### src/rtl/reorder_seq_pkg.sv
package reorder_seq_pkg;
  typedef enum logic {
    PH_WRITE = 1'b0,
    PH_READ  = 1'b1
  } phase_t;

  // strobes from control to datapath
  typedef struct packed {
    logic wrAccept;
    logic rdAccept;
    logic clear;
    logic selRead;
  } seq_strobe_t;
endpackage

### src/rtl/reorder_seq_ctrl.sv
module reorder_seq_ctrl
  import reorder_seq_pkg::*;
#(
  parameter int WR_PER_TURN = 4,
  parameter int RD_PER_TURN = 4
) (
  input  logic        clk,
  input  logic        rstN,
  input  logic        restart,
  input  logic        inValid,
  input  logic        memReady,
  input  logic        wrLast,
  input  logic        rdLast,
  output logic        cmdValid,
  output logic        inReady,
  output seq_strobe_t strobe
);
  localparam int TURN_MAX = (WR_PER_TURN > RD_PER_TURN) ? WR_PER_TURN : RD_PER_TURN;
  localparam int TURN_W   = (TURN_MAX > 1) ? $clog2(TURN_MAX) : 1;

  phase_t phase, phaseNext;
  logic [TURN_W-1:0] turnCnt, turnNext;
  logic readable, readableNext;
  logic writeAllowed, accept, wrAcc, rdAcc, wrTurnEnd, rdTurnEnd;

  always_comb begin
    // the last write of a block must wait while the other region is unread
    writeAllowed = !(wrLast && readable);
    if (phase == PH_WRITE) cmdValid = !restart && inValid && writeAllowed;
    else                   cmdValid = !restart && readable;
    accept    = cmdValid && memReady;
    wrAcc     = accept && (phase == PH_WRITE);
    rdAcc     = accept && (phase == PH_READ);
    inReady   = wrAcc;
    wrTurnEnd = (turnCnt == TURN_W'(WR_PER_TURN - 1));
    rdTurnEnd = (turnCnt == TURN_W'(RD_PER_TURN - 1));

    readableNext = readable;
    if (wrAcc && wrLast) readableNext = 1'b1;
    if (rdAcc && rdLast) readableNext = 1'b0;

    phaseNext = phase;
    turnNext  = turnCnt;
    if (phase == PH_WRITE) begin
      if (wrAcc) begin
        if (wrTurnEnd) begin
          turnNext  = '0;
          phaseNext = readableNext ? PH_READ : PH_WRITE;
        end else begin
          turnNext = turnCnt + 1'b1;
        end
      end else if (!writeAllowed || (!inValid && readable)) begin
        turnNext  = '0;
        phaseNext = PH_READ;
      end
    end else begin
      if (rdAcc) begin
        if (rdTurnEnd || rdLast) begin
          turnNext  = '0;
          phaseNext = PH_WRITE;
        end else begin
          turnNext = turnCnt + 1'b1;
        end
      end else if (!readable) begin
        turnNext  = '0;
        phaseNext = PH_WRITE;
      end
    end

    strobe.wrAccept = wrAcc;
    strobe.rdAccept = rdAcc;
    strobe.clear    = restart;
    strobe.selRead  = (phase == PH_READ);
  end

  always_ff @(posedge clk or negedge rstN) begin
    if (!rstN) begin
      phase    <= PH_WRITE;
      turnCnt  <= '0;
      readable <= 1'b0;
    end else if (restart) begin
      phase    <= PH_WRITE;
      turnCnt  <= '0;
      readable <= 1'b0;
    end else begin
      phase    <= phaseNext;
      turnCnt  <= turnNext;
      readable <= readableNext;
    end
  end
endmodule

### src/rtl/reorder_seq_dpath.sv
module reorder_seq_dpath
  import reorder_seq_pkg::*;
#(
  parameter int BURSTS_PER_ROW = 8,
  parameter int ROWS           = 4,
  parameter bit OUT_REG        = 1'b1,
  localparam int BLOCK  = BURSTS_PER_ROW * ROWS,
  localparam int IDX_W  = (BLOCK > 1) ? $clog2(BLOCK) : 1,
  localparam int ADDR_W = IDX_W + 1
) (
  input  logic              clk,
  input  logic              rstN,
  input  seq_strobe_t       strobe,
  input  logic              rdValidIn,
  output logic [ADDR_W-1:0] cmdAddr,
  output logic              wrLast,
  output logic              rdLast,
  output logic              wrRegion,
  output logic              outValid
);
  localparam int ROW_W = (ROWS > 1) ? $clog2(ROWS) : 1;
  localparam int COL_W = (BURSTS_PER_ROW > 1) ? $clog2(BURSTS_PER_ROW) : 1;

  logic [IDX_W-1:0] wrIdx, rdIdx;
  logic [ROW_W-1:0] rdRow;
  logic [COL_W-1:0] rdCol;
  logic rowWrap, colWrap;

  always_comb begin
    rowWrap = (rdRow == ROW_W'(ROWS - 1));
    colWrap = (rdCol == COL_W'(BURSTS_PER_ROW - 1));
    wrLast  = (wrIdx == IDX_W'(BLOCK - 1));
    rdLast  = rowWrap && colWrap;
    rdIdx   = IDX_W'(rdRow) * IDX_W'(BURSTS_PER_ROW) + IDX_W'(rdCol);
    cmdAddr = strobe.selRead ? {~wrRegion, rdIdx} : {wrRegion, wrIdx};
  end

  always_ff @(posedge clk or negedge rstN) begin
    if (!rstN) begin
      wrIdx    <= '0;
      wrRegion <= 1'b0;
      rdRow    <= '0;
      rdCol    <= '0;
    end else if (strobe.clear) begin
      wrIdx    <= '0;
      wrRegion <= 1'b0;
      rdRow    <= '0;
      rdCol    <= '0;
    end else begin
      if (strobe.wrAccept) begin
        wrIdx <= wrLast ? '0 : wrIdx + 1'b1;
        if (wrLast) wrRegion <= ~wrRegion;
      end
      if (strobe.rdAccept) begin
        if (rowWrap) begin
          rdRow <= '0;
          rdCol <= colWrap ? '0 : rdCol + 1'b1;
        end else begin
          rdRow <= rdRow + 1'b1;
        end
      end
    end
  end

  generate
    if (OUT_REG) begin : g_outReg
      always_ff @(posedge clk or negedge rstN) begin
        if (!rstN)             outValid <= 1'b0;
        else if (strobe.clear) outValid <= 1'b0;
        else                   outValid <= rdValidIn;
      end
    end else begin : g_outComb
      assign outValid = rdValidIn && !strobe.clear;
    end
  endgenerate
endmodule

### src/rtl/reorder_seq_top.sv
module reorder_seq_top
  import reorder_seq_pkg::*;
#(
  parameter int BURST_LEN      = 16,
  parameter int BURSTS_PER_ROW = 8,
  parameter int ROWS           = 4,
  parameter int WR_PER_TURN    = 4,
  parameter int RD_PER_TURN    = 4,
  parameter bit OUT_REG        = 1'b1,
  localparam int BLOCK  = BURSTS_PER_ROW * ROWS,
  localparam int IDX_W  = (BLOCK > 1) ? $clog2(BLOCK) : 1,
  localparam int ADDR_W = IDX_W + 1,
  localparam int LEN_W  = $clog2(BURST_LEN + 1)
) (
  input  logic              clk,
  input  logic              rstN,
  input  logic              restart,
  input  logic              inValid,
  output logic              inReady,
  output logic              cmdValid,
  input  logic              memReady,
  output logic              cmdWrite,
  output logic [ADDR_W-1:0] cmdAddr,
  output logic [LEN_W-1:0]  cmdBurstLen,
  input  logic              rdValidIn,
  output logic              outValid
);
  seq_strobe_t strobe;
  logic wrLast, rdLast, wrRegion;

  reorder_seq_ctrl #(
    .WR_PER_TURN(WR_PER_TURN),
    .RD_PER_TURN(RD_PER_TURN)
  ) u_ctrl (
    .clk(clk), .rstN(rstN), .restart(restart), .inValid(inValid),
    .memReady(memReady), .wrLast(wrLast), .rdLast(rdLast),
    .cmdValid(cmdValid), .inReady(inReady), .strobe(strobe)
  );

  reorder_seq_dpath #(
    .BURSTS_PER_ROW(BURSTS_PER_ROW),
    .ROWS(ROWS),
    .OUT_REG(OUT_REG)
  ) u_dpath (
    .clk(clk), .rstN(rstN), .strobe(strobe), .rdValidIn(rdValidIn),
    .cmdAddr(cmdAddr), .wrLast(wrLast), .rdLast(rdLast),
    .wrRegion(wrRegion), .outValid(outValid)
  );

  assign cmdWrite    = !strobe.selRead;
  assign cmdBurstLen = LEN_W'(BURST_LEN);
endmodule

### config.mk
export PLATFORM = sky130hd
export DESIGN_NAME = reorder_seq_top
export DESIGN_NICKNAME = d
export VERILOG_FILES = /design/src/rtl/reorder_seq_pkg.sv /design/src/rtl/reorder_seq_ctrl.sv /design/src/rtl/reorder_seq_dpath.sv /design/src/rtl/reorder_seq_top.sv
export SDC_FILE = /design/constraint.sdc
export NUM_CORES = 1
export LEC_CHECK = 0
export BUFFER_PORTS_ARGS = -buffer_cell sky130_fd_sc_hd__buf_2
export CAP_MARGIN = 40
export CORE_UTILIZATION = 57
export CTS_CLUSTER_DIAMETER = 80
export DETAILED_ROUTE_END_ITERATION = 7
export PLACE_DENSITY = 0.9
export REMOVE_ABC_BUFFERS = 1
export SYNTH_ARGS = -nofsm -noshare
export SYNTH_HDL_FRONTEND = slang
export SYNTH_HIERARCHICAL = 1
export SYNTH_SLANG_ARGS = --single-unit
### constraint.sdc
create_clock -name clk -period 3.1 [get_ports clk]
set_input_delay 0.62 -clock clk [delete_from_list [all_inputs] [get_ports clk]]
set_output_delay 0.62 -clock clk [all_outputs]
set_load 0.01 [all_outputs]
[Word-level counts from Yosys, hierarchy flattened]
Cells that the tools add are included.
Operators by class
  reductions and logical operators: 25
  muxes and demuxes: 36
  add/subtract/negate cells: 5
  eq/ne operators: 5
  bitwise gates (word level): 2
Operators by type and width (count)
  $mux W2: 11
  $mux W1: 17
  $mux W5: 3
  $mux W3: 4
  $logic_and A1 B1 Y1: 11
  $reduce_bool A2 Y1: 4
  $mux W6: 1
  $reduce_and A2 Y1: 3
  $add A5 B1 Y5 const B: 1
  $add A5 B3 Y5: 1
  $eq A5 B5 Y1 const B: 1
  $add A2 B1 Y2 const B: 2
  $eq A2 B2 Y1 const B: 2
  $logic_not A1 Y1: 4
  $ne A4 B4 Y1 const B: 1
  $reduce_bool A4 Y1: 1
  $add A3 B1 Y3 const B: 1
  $eq A3 B3 Y1 const B: 1
  $logic_or A1 B1 Y1: 2
  $not A1 Y1: 2
Storage, ports and cells
  logic and storage cells: 81
  register bits after elaboration: 16

[Logic depth before layout (Yosys ltp)]
Gate-level depths: netlist of run 1.
  depth after elaboration: 15
  mapped depth: 11

[Hierarchy]
The synthesis of run 1 kept the hierarchy.
By module, submodules not included
  reorder_seq_dpath: area each 674.4 µm², instances 1, cells an instance 63, sequential area each 300.3 µm²
  reorder_seq_ctrl: area each 336.6 µm², instances 1, cells an instance 39, sequential area each 100.1 µm²
  reorder_seq_top: area each 48.8 µm², instances 1, cells an instance 8, sequential area each 0.0 µm²

[Worst setup path after synthesis of run 1]
No wires, ideal clock.
  kind: register to register
  start: register u_dpath.wrIdx[0]
  end: register u_dpath.wrIdx[3]
  stages on the path, launching flop included: 12
  library setup time: 0.077 ns
  data arrival time: 2.048 ns
  path slack: 0.975 ns
  clock period less this slack: 2.125 ns
  cell sequence: dfrtp_1 > ha_1 > and3_1 > ha_1 > nand2_1 > nand2_1 > nor2_1 > buf_4 > buf_6 > nor3b_2 > nand4_1 > a21oi_1
On the way
  word-level cells in the longest chain between the ends: 8
Ends and longest elaborated chain
  start, declared: RTL line reorder_seq_dpath.sv:24  | logic [IDX_W-1:0] wrIdx, rdIdx;
  start signal, assigned: RTL line reorder_seq_dpath.sv:51  | wrIdx <= wrLast ? '0 : wrIdx + 1'b1;
  $eq A5 B5 Y1: RTL line reorder_seq_dpath.sv:32  | wrLast = (wrIdx == IDX_W'(BLOCK - 1));
  via wrLast: RTL line reorder_seq_top.sv:29  | logic wrLast, rdLast, wrRegion;
  $logic_and A1 B1 Y1: RTL line reorder_seq_ctrl.sv:28  | writeAllowed = !(wrLast && readable);
  $logic_not A1 Y1: RTL line reorder_seq_ctrl.sv:28
  $logic_and A1 B1 Y1: RTL line reorder_seq_ctrl.sv:29  | if (phase == PH_WRITE) cmdValid = !restart && inValid && writeAllowed;
  $mux W1: RTL line reorder_seq_ctrl.sv:29
  $logic_and A1 B1 Y1: RTL line reorder_seq_ctrl.sv:31  | accept = cmdValid && memReady;
  $logic_and A1 B1 Y1: RTL line reorder_seq_ctrl.sv:32  | wrAcc = accept && (phase == PH_WRITE);
  via inReady: RTL line reorder_seq_top.sv:19  | output logic inReady,
  $reduce_bool A2 Y1 (no source line)
The timed path passes the listed nets, and every way through them passes these cells. The select of a mux whose other input is x is not followed.
A chain may end at the register's enable or synchronous reset.

[Worst setup path after layout of run 1]
  start: register u_dpath.wrIdx[0]
  end: output inReady
On the way
  word-level cells in the longest chain between the ends: 7
Ends and longest elaborated chain (RTL line)
  $eq A5 B5 Y1: reorder_seq_dpath.sv:32
  via wrLast: reorder_seq_top.sv:29
  $logic_and A1 B1 Y1: reorder_seq_ctrl.sv:28
  $logic_not A1 Y1: reorder_seq_ctrl.sv:28
  $logic_and A1 B1 Y1: reorder_seq_ctrl.sv:29
  $mux W1: reorder_seq_ctrl.sv:29
  $logic_and A1 B1 Y1: reorder_seq_ctrl.sv:31
  $logic_and A1 B1 Y1: reorder_seq_ctrl.sv:32
  end, declared: reorder_seq_top.sv:19
The timed path passes the listed nets, and every way through them passes these cells.

==> results of run 1 <==
kinds of logic after synthesis:
family	Yosys count
fa+ha+maj	6
flops	16
simple gates	41
compound gates	18
xor+xnor	3
buf+inv	14
other cells	2
mux	10
critical path, stage by stage (launching register included):
cell and delay [ns]:
dfrtp_1 0.44, ha_1 0.24, and3_1 0.18, ha_1 0.28
nand2_1 0.13, nand2_1 0.09, nor2_1 0.10, buf_4 0.16
buf_2 0.14
power by group:
group          switching [mW]  internal (mW)  total, mW  leakage, nW
Clock                  0.0674         0.0715      0.139       0.0210
Sequential            0.00480          0.212      0.217        0.221
Combinational          0.0239         0.0164     0.0403        0.329
Total                  0.0961          0.300      0.396        0.571
worst min path at each step:
| stage | from | to | slack [ns] | depth (start not counted) |
|---|---|---|---|---|
| 3_5_place_dp | u_ctrl/turnCnt[1] | u_ctrl/turnCnt[1] | 0.50 | 1 |
| 2_1_floorplan | rstN | u_ctrl/phase | 0.32 | 0 |
| 6_report | rstN | u_ctrl/turnCnt[1] | 0.22 | 1 |
| 5_1_grt | rstN | u_ctrl/turnCnt[1] | 0.25 | 1 |
| 4_1_cts | rstN | u_ctrl/turnCnt[1] | 0.23 | 1 |
| 3_3_place_gp | u_ctrl/turnCnt[1] | u_ctrl/turnCnt[1] | 0.48 | 1 |
layer usage:
layer | vias to the layer above | global-route usage | share of wire
li1 | 390 | - | -
met1 | 368 | 0.2901 | 0.47
met2 | 25 | 0.3304 | 0.48
met3 | 2 | 0.04800 | 0.045
met4 | 0 | 0.1212 | 0.0062
met5 | - | 0 | 0
per-stage QoR:
stage	setup slack, ns	utilization	hold WS (ns)	cell area [sq um]
2_1_floorplan	0.8010	-	0.3244	977.2
3_3_place_gp	0.8164	0.6319	0.4841	1091
3_5_place_dp	0.7429	0.6319	0.5031	1091
4_1_cts	0.4181	0.6529	0.2327	1127
5_1_grt	0.2450	0.6529	0.2503	1127
6_report	0.4224	0.6529	0.2203	1127
cell usage after synthesis (2+ instances only):
library cell and instances:
dfrtp_1 16, nor2_1 12, buf_4 9, a21oi_1 6, ha_1 6, nand2_1 6
mux2_2 5, mux2i_1 5, nor2b_1 4, o21ai_0 4, buf_2 3, nand2b_1 3
nand3_1 3, conb_1 2, nand4_1 2, nor3_1 2, xor2_1 2
layout make-up:
cell class / count / area [sq um] / area share
timing repair buffer: 16 / 82.58 / 0.07325
sequential: 16 / 400.4 / 0.3552
clock buffer: 4 / 36.28 / 0.03219
inverter: 1 / 3.754 / 0.003330
multi-input combinational: 83 / 573.1 / 0.5083
tap: 25 / 31.28 / 0.02775
flip-flops by register name (all words and copies together) (netlist names):
| name | count |
|---|---|
| u_dpath/rdCol | 3 |
| u_ctrl/turnCnt | 2 |
| u_dpath/wrRegion | 1 |
| u_dpath/wrIdx | 5 |
| u_ctrl/readable | 1 |
| u_ctrl/phase | 1 |
| u_dpath/rdRow | 2 |
| u_dpath/outValid | 1 |
==> impl_metrics.json, run 1 <==
{
  "synth_fa_ha_area_frac": 0.07084,
  "clockBufferDepth": 2,
  "avgViaCountPerCell": 5.414,
  "synth_area_sq_mm": 0.001060,
  "clock_latency_ns": 0.29,
  "cts_buffers": 3,
  "avgRoutedWirePerCell_um": 13.32,
  "finalMaxSlewViolations": 0,
  "crit_path_max_fanout": 10,
  "ctsHoldBuffers": 0,
  "min_period_over_period": 0.8637,
  "rr_endpoint": "u_dpath/wrIdx[2]",
  "routed_wl_um": 1932,
  "antenna_found_initial": 0,
  "core_area_sq_mm": 0.001727,
  "yosysTopAreaCell": "dfrtp_1",
  "r2r_start": "u_dpath/wrIdx[0]",
  "grt_pass1_vias": 731,
  "r2r_cells": 10,
  "synth_area_leaders": "dfrtp_1 38%, ha_1 7.1%, buf_4 6.4%, mux2_2 5.3%, mux2i_1 4.7%",
  "tritoncts": "yes",
  "area_delta_synth_final_pct": 6.375,
  "mostFrequentLayoutCell": "dfrtp_1",
  "path_clk_slew_ns": 0.10,
  "rows": 15,
  "p_leak_nw": 0.5706,
  "final_cell_mix": "16 x dfrtp_1, 15 x buf_2, 12 x nor2_1",
  "die_h_um": 45.12,
  "status": "finished, final reports clean",
  "postSynthAreaPerCell_sq_um": 9.634,
  "synth_edf_count": 0,
  "setup-violations-final": 0,
  "fmax_ghz": 0.3735,
  "design.die.area_sq_mm": 0.002036,
  "crit_type": "flip-flop to output port",
  "start_util": 0.6138,
  "root_buffer": "clkbuf_4",
  "r2r_slack_ns": 0.98,
  "synthDominantCellAreaShare": 0.3778,
  "hpwl_um": 1399,
  "fin_nets": 133,
  "yosysWarnings": 6,
  "maxCapViolations": 0,
  "tns_ns": 0,
  "cts_resized": 0,
  "drt-initial-drc-count": 23,
  "ios": 21,
  "vias": 785,
  "rsz0062_at_grt": "no",
  "synth_top_family_by_area": "simple AND/OR/NAND/NOR gates",
  "hold_viol": 0,
  "firstDrtPassIters": 4,
  "hp-class": "input port to async pin",
  "post_cts_buffers": 0,
  "synth_compound_area_frac": 0.1157,
  "seq_area_frac_synth": 0.3778,
  "grt_max_degree": 19,
  "finalNonFillerCells": 145,
  "cp-start-kind": "flip-flop",
  "cellPowerDensity_mw_per_mm2": 351.1,
  "crit_arrival_ns": 2.06,
  "drcViolationCount": 0,
  "port_buffers": 15,
  "yosys.area_share.simple": 0.2113,
  "end_kind": "output port",
  "htree_levels": 1,
  "fill_cells": 154,
  "grt_overflow": 0,
  "cts_sinks": 16,
  "netlist_instances": 110,
  "synth.distinct_cells": 37,
  "finClkSkew_ns": 0.007174,
  "ys_seq_elements": 16,
  "ant_nets": 0,
  "async_flop_share": 1.000,
  "gp_congestion": 0.8675,
  "finalPower_mw": 0.3958,
  "die-width_um": 45.12,
  "grt_pass1_wl_um": 3132,
  "vdd_drop_max_uv": 233.3,
  "crit_required_ns": 2.48,
  "cp-endpoint": "inReady",
  "dp_cells": 141,
  "synthMuxAreaShare": 0.1004,
  "n_antenna_cell": 0,
  "fin_crit_ns": 2.678,
  "drive_above_1_share": 0.2583,
  "synth_flop_cell": "dfrtp_1",
  "crit_path_start": "u_dpath/wrIdx[0]",
  "synth-xor-area-share": 0.02479,
  "grt_use_total": 0.2189
}
Power figures use the tool's default switching activity.
==> run 2: changes to the inputs <==
- CTS_CLUSTER_DIAMETER: 80 -> 200
- SYNTH_HIERARCHICAL: 1 -> default
==> run 2 against run 1 <==
Net effect:
- total power shrank 2.3%
- hold slack gained 0.00085 ns
- final area decreased by 0.67%
- clock power barely moved
- non-clock buffer count fell by 1
- combinational power down 13%
- synthesized cell count down 2.7%
- core utilization is 0.28 points higher
- critical endpoint unchanged
- global-route usage increased by 2.2 points
- critical path type unchanged
- die area shrank 2.6%
- flip-flop and latch count is the same
==> impl_metrics.json, run 2 <==
{
  "finalPower_mw": 0.3866,
  "avgViaCountPerCell": 5.653,
  "synth_edf_count": 0,
  "path_clk_slew_ns": 0.10,
  "max_flop_register": "u_dpath.wrIdx",
  "finClkSkew_ns": 0.007685,
  "mostFrequentLayoutCell": "dfrtp_1",
  "post_cts_buffers": 0,
  "crit_path_max_fanout": 9,
  "clockBufferDepth": 2,
  "rsz0062_at_grt": "no",
  "yosysMostFrequentCell": "dfrtp_1",
  "ys_seq_elements": 16,
  "synth.distinct_cells": 41,
  "yosysTopAreaCell": "dfrtp_1",
  "die-width_um": 44.53,
  "setup-violations-final": 0,
  "yosysWarnings": 0,
  "fmax_ghz": 0.3626,
  "gp_congestion": 0.8390,
  "drcViolationCount": 0,
  "fin_nets": 132,
  "synth_flop_cell": "dfrtp_1",
  "grt_overflow": 0,
  "synth_area_sq_mm": 0.001031,
  "core_area_sq_mm": 0.001708,
  "area_delta_synth_final_pct": 8.616,
  "vdd_drop_max_uv": 315.0,
  "die_h_um": 44.53,
  "ant_nets": 0,
  "postSynthAreaPerCell_sq_um": 9.635,
  "grt_pass1_wl_um": 3415,
  "final_cell_mix": "16 x dfrtp_1, 15 x buf_2, 8 x nor2_1, 8 x nand2_1, 7 x a21oi_1",
  "cp-start-kind": "flip-flop",
  "antenna_found_initial": 0,
  "design.die.area_sq_mm": 0.001983,
  "netlist_instances": 107,
  "avgRoutedWirePerCell_um": 13.73,
  "hp-class": "input port to async pin",
  "cts_sinks": 16,
  "fin_crit_ns": 2.758,
  "root_buffer": "clkbuf_4",
  "crit_required_ns": 2.48,
  "cts_resized": 0,
  "synth_area_leaders": "dfrtp_1 39%, ha_1 7.3%, mux2_2 5.5%, mux2i_1 3.9%, buf_4 3.6%",
  "finalMaxSlewViolations": 0,
  "largest_reg_flops": 5,
  "drive_above_1_share": 0.2605,
  "start_util": 0.6037,
  "status": "finished, final reports clean",
  "ctsHoldBuffers": 0,
  "async_flop_share": 1.000,
  "hpwl_um": 1522,
  "reg_top3": "u_dpath.wrIdx: 5 flops, u_dpath.rdCol: 3 flops",
  "grt_pass1_vias": 819,
  "n_antenna_cell": 0,
  "synthDominantCellAreaShare": 0.3883,
  "routed_wl_um": 1977,
  "hold_viol": 0,
  "grt_use_total": 0.2404,
  "crit_type": "flip-flop to output port",
  "seq_area_frac_synth": 0.3883,
  "end_kind": "output port",
  "rows": 15,
  "ios": 21,
  "grt_max_degree": 19,
  "maxCapViolations": 0,
  "vias": 814,
  "htree_levels": 1,
  "port_buffers": 15,
  "tritoncts": "yes",
  "cts_buffers": 3,
  "cellPowerDensity_mw_per_mm2": 345.2,
  "firstDrtPassIters": 4,
  "p_leak_nw": 0.5829,
  "drt-initial-drc-count": 16,
  "min_period_over_period": 0.8896,
  "clock_latency_ns": 0.29,
  "crit_arrival_ns": 2.14,
  "ys_top_cells_by_count": "16 x dfrtp_1, 8 x nand2_1, 8 x nor2_1, 7 x a21oi_1, 6 x ha_1",
  "tns_ns": 0
}
## run 2: changes by cell type in the layout (fill, tap and decap cells not counted), sizes merged, moves of 2 or more
cell and delta:
nor2b -2, or3 +2, nand2 +2, nor2 -4
## run 2: worst max-delay path, cell delays in order, from the launching register on
cell,delay [ns]
dfrtp_1,0.45
ha_1,0.22
and3_1,0.18
ha_1,0.34
nand2_2,0.15
nand3_4,0.12
clkinv_1,0.19
buf_2,0.20
## run 2: cell families after synthesis
| group | after synthesis | synth area share |
|---|---|---|
| compound gates | 19 | 0.1104 |
| buf+inv | 13 | 0.07403 |
| fa+ha+maj | 6 | 0.07281 |
| simple gates | 41 | 0.2452 |
| other cells | 2 | 0.007284 |
| mux | 9 | 0.09344 |
| xor+xnor | 1 | 0.008497 |
| flops | 16 | 0.3883 |
## run 2: through the flow
step / utilization / cells / cell area [sq um] / setup slack, ns / hold slack, ns
after floorplan: - / 100 / 977.2 / 1.013 / 0.3244
after global placement: 0.6344 / 140 / 1084 / 0.8418 / 0.4802
after detailed placement: 0.6344 / 140 / 1084 / 0.6830 / 0.4928
after CTS: 0.6557 / 144 / 1120 / 0.3440 / 0.2374
after global routing: 0.6557 / 144 / 1120 / 0.1966 / 0.2488
final: 0.6557 / 144 / 1120 / 0.3422 / 0.2211
## run 2: report_power, final
part,internal (mW),switching [mW]
Combinational,0.0124,0.0225
Sequential,0.211,0.00237
Clock,0.0716,0.0667
## run 2: area by class of cell
type | count | area (sq um)
Fill cell | 150 | 588.1
Multi-Input combinational cell | 81 | 565.5
Sequential cell | 16 | 400.4
Timing Repair Buffer | 15 | 75.07
Clock buffer | 4 | 36.28
Tap cell | 25 | 31.28
Inverter | 3 | 11.26
## run 2: path summary, 6_finish.rpt
path,startpoint,endpoint,slack [ns],depth (start not counted)
min in group clk,u_dpath.wrRegion,u_dpath.wrRegion,0.50,1
min,rstN,u_dpath.wrIdx[3],0.22,1
min reg2reg,u_dpath.wrRegion,u_dpath.wrRegion,0.50,1
max,u_dpath.wrIdx[0],inReady,0.34,7
max reg2reg,u_dpath.wrIdx[0],u_dpath.wrIdx[2],0.93,7
max in group asynchronous,rstN,u_dpath.rdRow[1],2.61,1
## run 2: metal layers
layer / vias up / GRT usage / share of wire
met4: 0 / 0.1212 / 0.026
met5: - / 0 / 0
met2: 35 / 0.4412 / 0.49
met1: 381 / 0.2708 / 0.43
li1: 391 / - / -
met3: 7 / 0.02857 / 0.054
==> run 3: changes to the inputs <==
- GPL_TIMING_DRIVEN: default -> 0
==> run 3 against run 2 <==
Net effect:
- sequential share of layout area did not move
- critical endpoint unchanged
- global-route usage fell by 0.70 points
- maximum frequency rose by 1.6%
- clock skew fell by 0.0069 ns
- worst setup slack improved by 0.042 ns
- register-to-register slack improved by 0.06 ns
- first-iteration DRC count fell by 25%
- routed wire length fell by 4.9%
- final area did not move
- via count fell by 1.8%
==> impl_metrics.json, run 3 (synthesis results as in run 2) <==
{
  "hp-class": "input port to async pin",
  "die-width_um": 44.53,
  "rsz0062_at_grt": "no",
  "routed_wl_um": 1881,
  "largest_reg_flops": 5,
  "p_sw_frac": 0.2363,
  "post_cts_buffers": 0,
  "root_buffer": "clkbuf_4",
  "path_clk_slew_ns": 0.09,
  "setup-violations-final": 0,
  "gp_congestion": 0.7970,
  "cellPowerDensity_mw_per_mm2": 344.7,
  "p_int_mw": 0.2948,
  "cts_resized": 0,
  "ios": 21,
  "crit_arrival_ns": 2.10,
  "power.share.sequential": 0.553,
  "finalPower_mw": 0.3860,
  "drcViolationCount": 0,
  "rows": 15,
  "grt_max_degree": 19,
  "grt_use_total": 0.2333,
  "clockBufferDepth": 2,
  "clockPowerShare": 0.358,
  "crit_required_ns": 2.48,
  "comb_power_share": 0.089,
  "final_cell_mix": "16 x dfrtp_1, 15 x buf_2, 8 x nor2_1, 8 x nand2_1, 7 x a21oi_1",
  "die_h_um": 44.53,
  "fill_cells": 145,
  "p_switching_mw": 0.09124,
  "grt_overflow": 0,
  "core_area_sq_mm": 0.001708,
  "hold_viol": 0,
  "min_period_over_period": 0.8760,
  "finClkSkew_ns": 0.0008280,
  "design.die.area_sq_mm": 0.001983,
  "start_util": 0.6037,
  "rr_endpoint": "u_dpath.wrIdx[2]",
  "drt-initial-drc-count": 12,
  "reg_top3": "u_dpath.wrIdx: 5 flops, u_dpath.rdCol: 3 flops",
  "avgViaCountPerCell": 5.549,
  "avgRoutedWirePerCell_um": 13.06,
  "fin_crit_ns": 2.716,
  "tritoncts": "yes",
  "grt_pass1_wl_um": 3332,
  "htree_levels": 1,
  "r2r_slack_ns": 0.99,
  "hpwl_um": 1392,
  "dp_slack_ns": 0.7073,
  "vdd_drop_max_uv": 232.7,
  "crit_type": "flip-flop to output port",
  "max_flop_register": "u_dpath.wrIdx",
  "fin_nets": 132,
  "ctsHoldBuffers": 0,
  "r2r_cells": 7,
  "grt_pass1_vias": 751,
  "maxCapViolations": 0,
  "tns_ns": 0,
  "cts_sinks": 16,
  "status": "finished, final reports clean",
  "r2r_start": "u_dpath.wrIdx[0]",
  "cts_buffers": 3,
  "drive_above_1_share": 0.2605,
  "firstDrtPassIters": 4,
  "ant_nets": 0,
  "cp-start-kind": "flip-flop",
  "antenna_found_initial": 0,
  "crit_path_max_fanout": 9,
  "n_antenna_cell": 0,
  "finalMaxSlewViolations": 0,
  "vias": 799,
  "setup_ws_ns": 0.3843,
  "fmax_ghz": 0.3682,
  "area_delta_synth_final_pct": 8.616,
  "end_kind": "output port",
  "port_buffers": 15,
  "mostFrequentLayoutCell": "dfrtp_1",
  "clock_latency_ns": 0.28,
  "p_leak_nw": 0.5829
}
-- run 3: cell counts in the layout (fill, tap and decap cells not counted) --
No cell type changed its count.
-- run 3: worst max-delay path, cell delays in order, from the launching register on --
cell	delay (ns)
dfrtp_1	0.45
ha_1	0.21
and3_1	0.16
ha_1	0.33
nand2_2	0.14
nand3_4	0.12
clkinv_1	0.21
buf_2	0.20
-- run 3: worst max-delay path by stage --
| stage | from | endpoint | slack, ns | cells after the start |
|---|---|---|---|---|
| floorplan | u_dpath.wrIdx[0] | cmdValid | 1.01 | 6 |
| global placement | u_dpath.wrIdx[0] | inReady | 0.74 | 7 |
| detailed placement | u_dpath.wrIdx[0] | inReady | 0.71 | 7 |
| CTS | u_dpath.wrIdx[0] | inReady | 0.37 | 7 |
| global route | u_dpath.wrIdx[0] | inReady | 0.17 | 7 |
| finish | u_dpath.wrIdx[0] | inReady | 0.38 | 7 |
-- run 3: metal layers --
layer  global-route usage  routed length, um
met1               0.2909                858
met2               0.4029                941
met3              0.03673                 70
met4              0.09091                 10
met5                    0                  0
-- run 3: layout make-up --
class                      instances  area, sq um  area share
timing repair buffer              15        75.07     0.06704
multi-input combinational         81        565.5      0.5050
tap                               25        31.28     0.02793
sequential                        16        400.4      0.3575
clock buffer                       4        36.28     0.03240
inverter                           3        11.26     0.01006
-- run 3: power by group through the flow --
| stage | sequential [mW] | combinational (mW) | clock (mW) |
|---|---|---|---|
| after CTS | 0.213 | 0.0350 | 0.145 |
| final | 0.213 | 0.0343 | 0.138 |
| after detailed placement | 0.217 | 0.0349 | 0 |
| after global routing | 0.214 | 0.0390 | 0.149 |
| after global placement | 0.217 | 0.0339 | 0 |
| after floorplan | 0.217 | 0.0184 | 0 |
-- run 3: stage by stage --
stage	instances	hold slack, ns	area, sq um	util
after floorplan	100	0.3244	977.2	-
after global placement	140	0.4827	1084	0.6344
after detailed placement	140	0.5031	1084	0.6344
after CTS	144	0.2323	1120	0.6557
after global routing	144	0.2413	1120	0.6557
final	144	0.2266	1120	0.6557
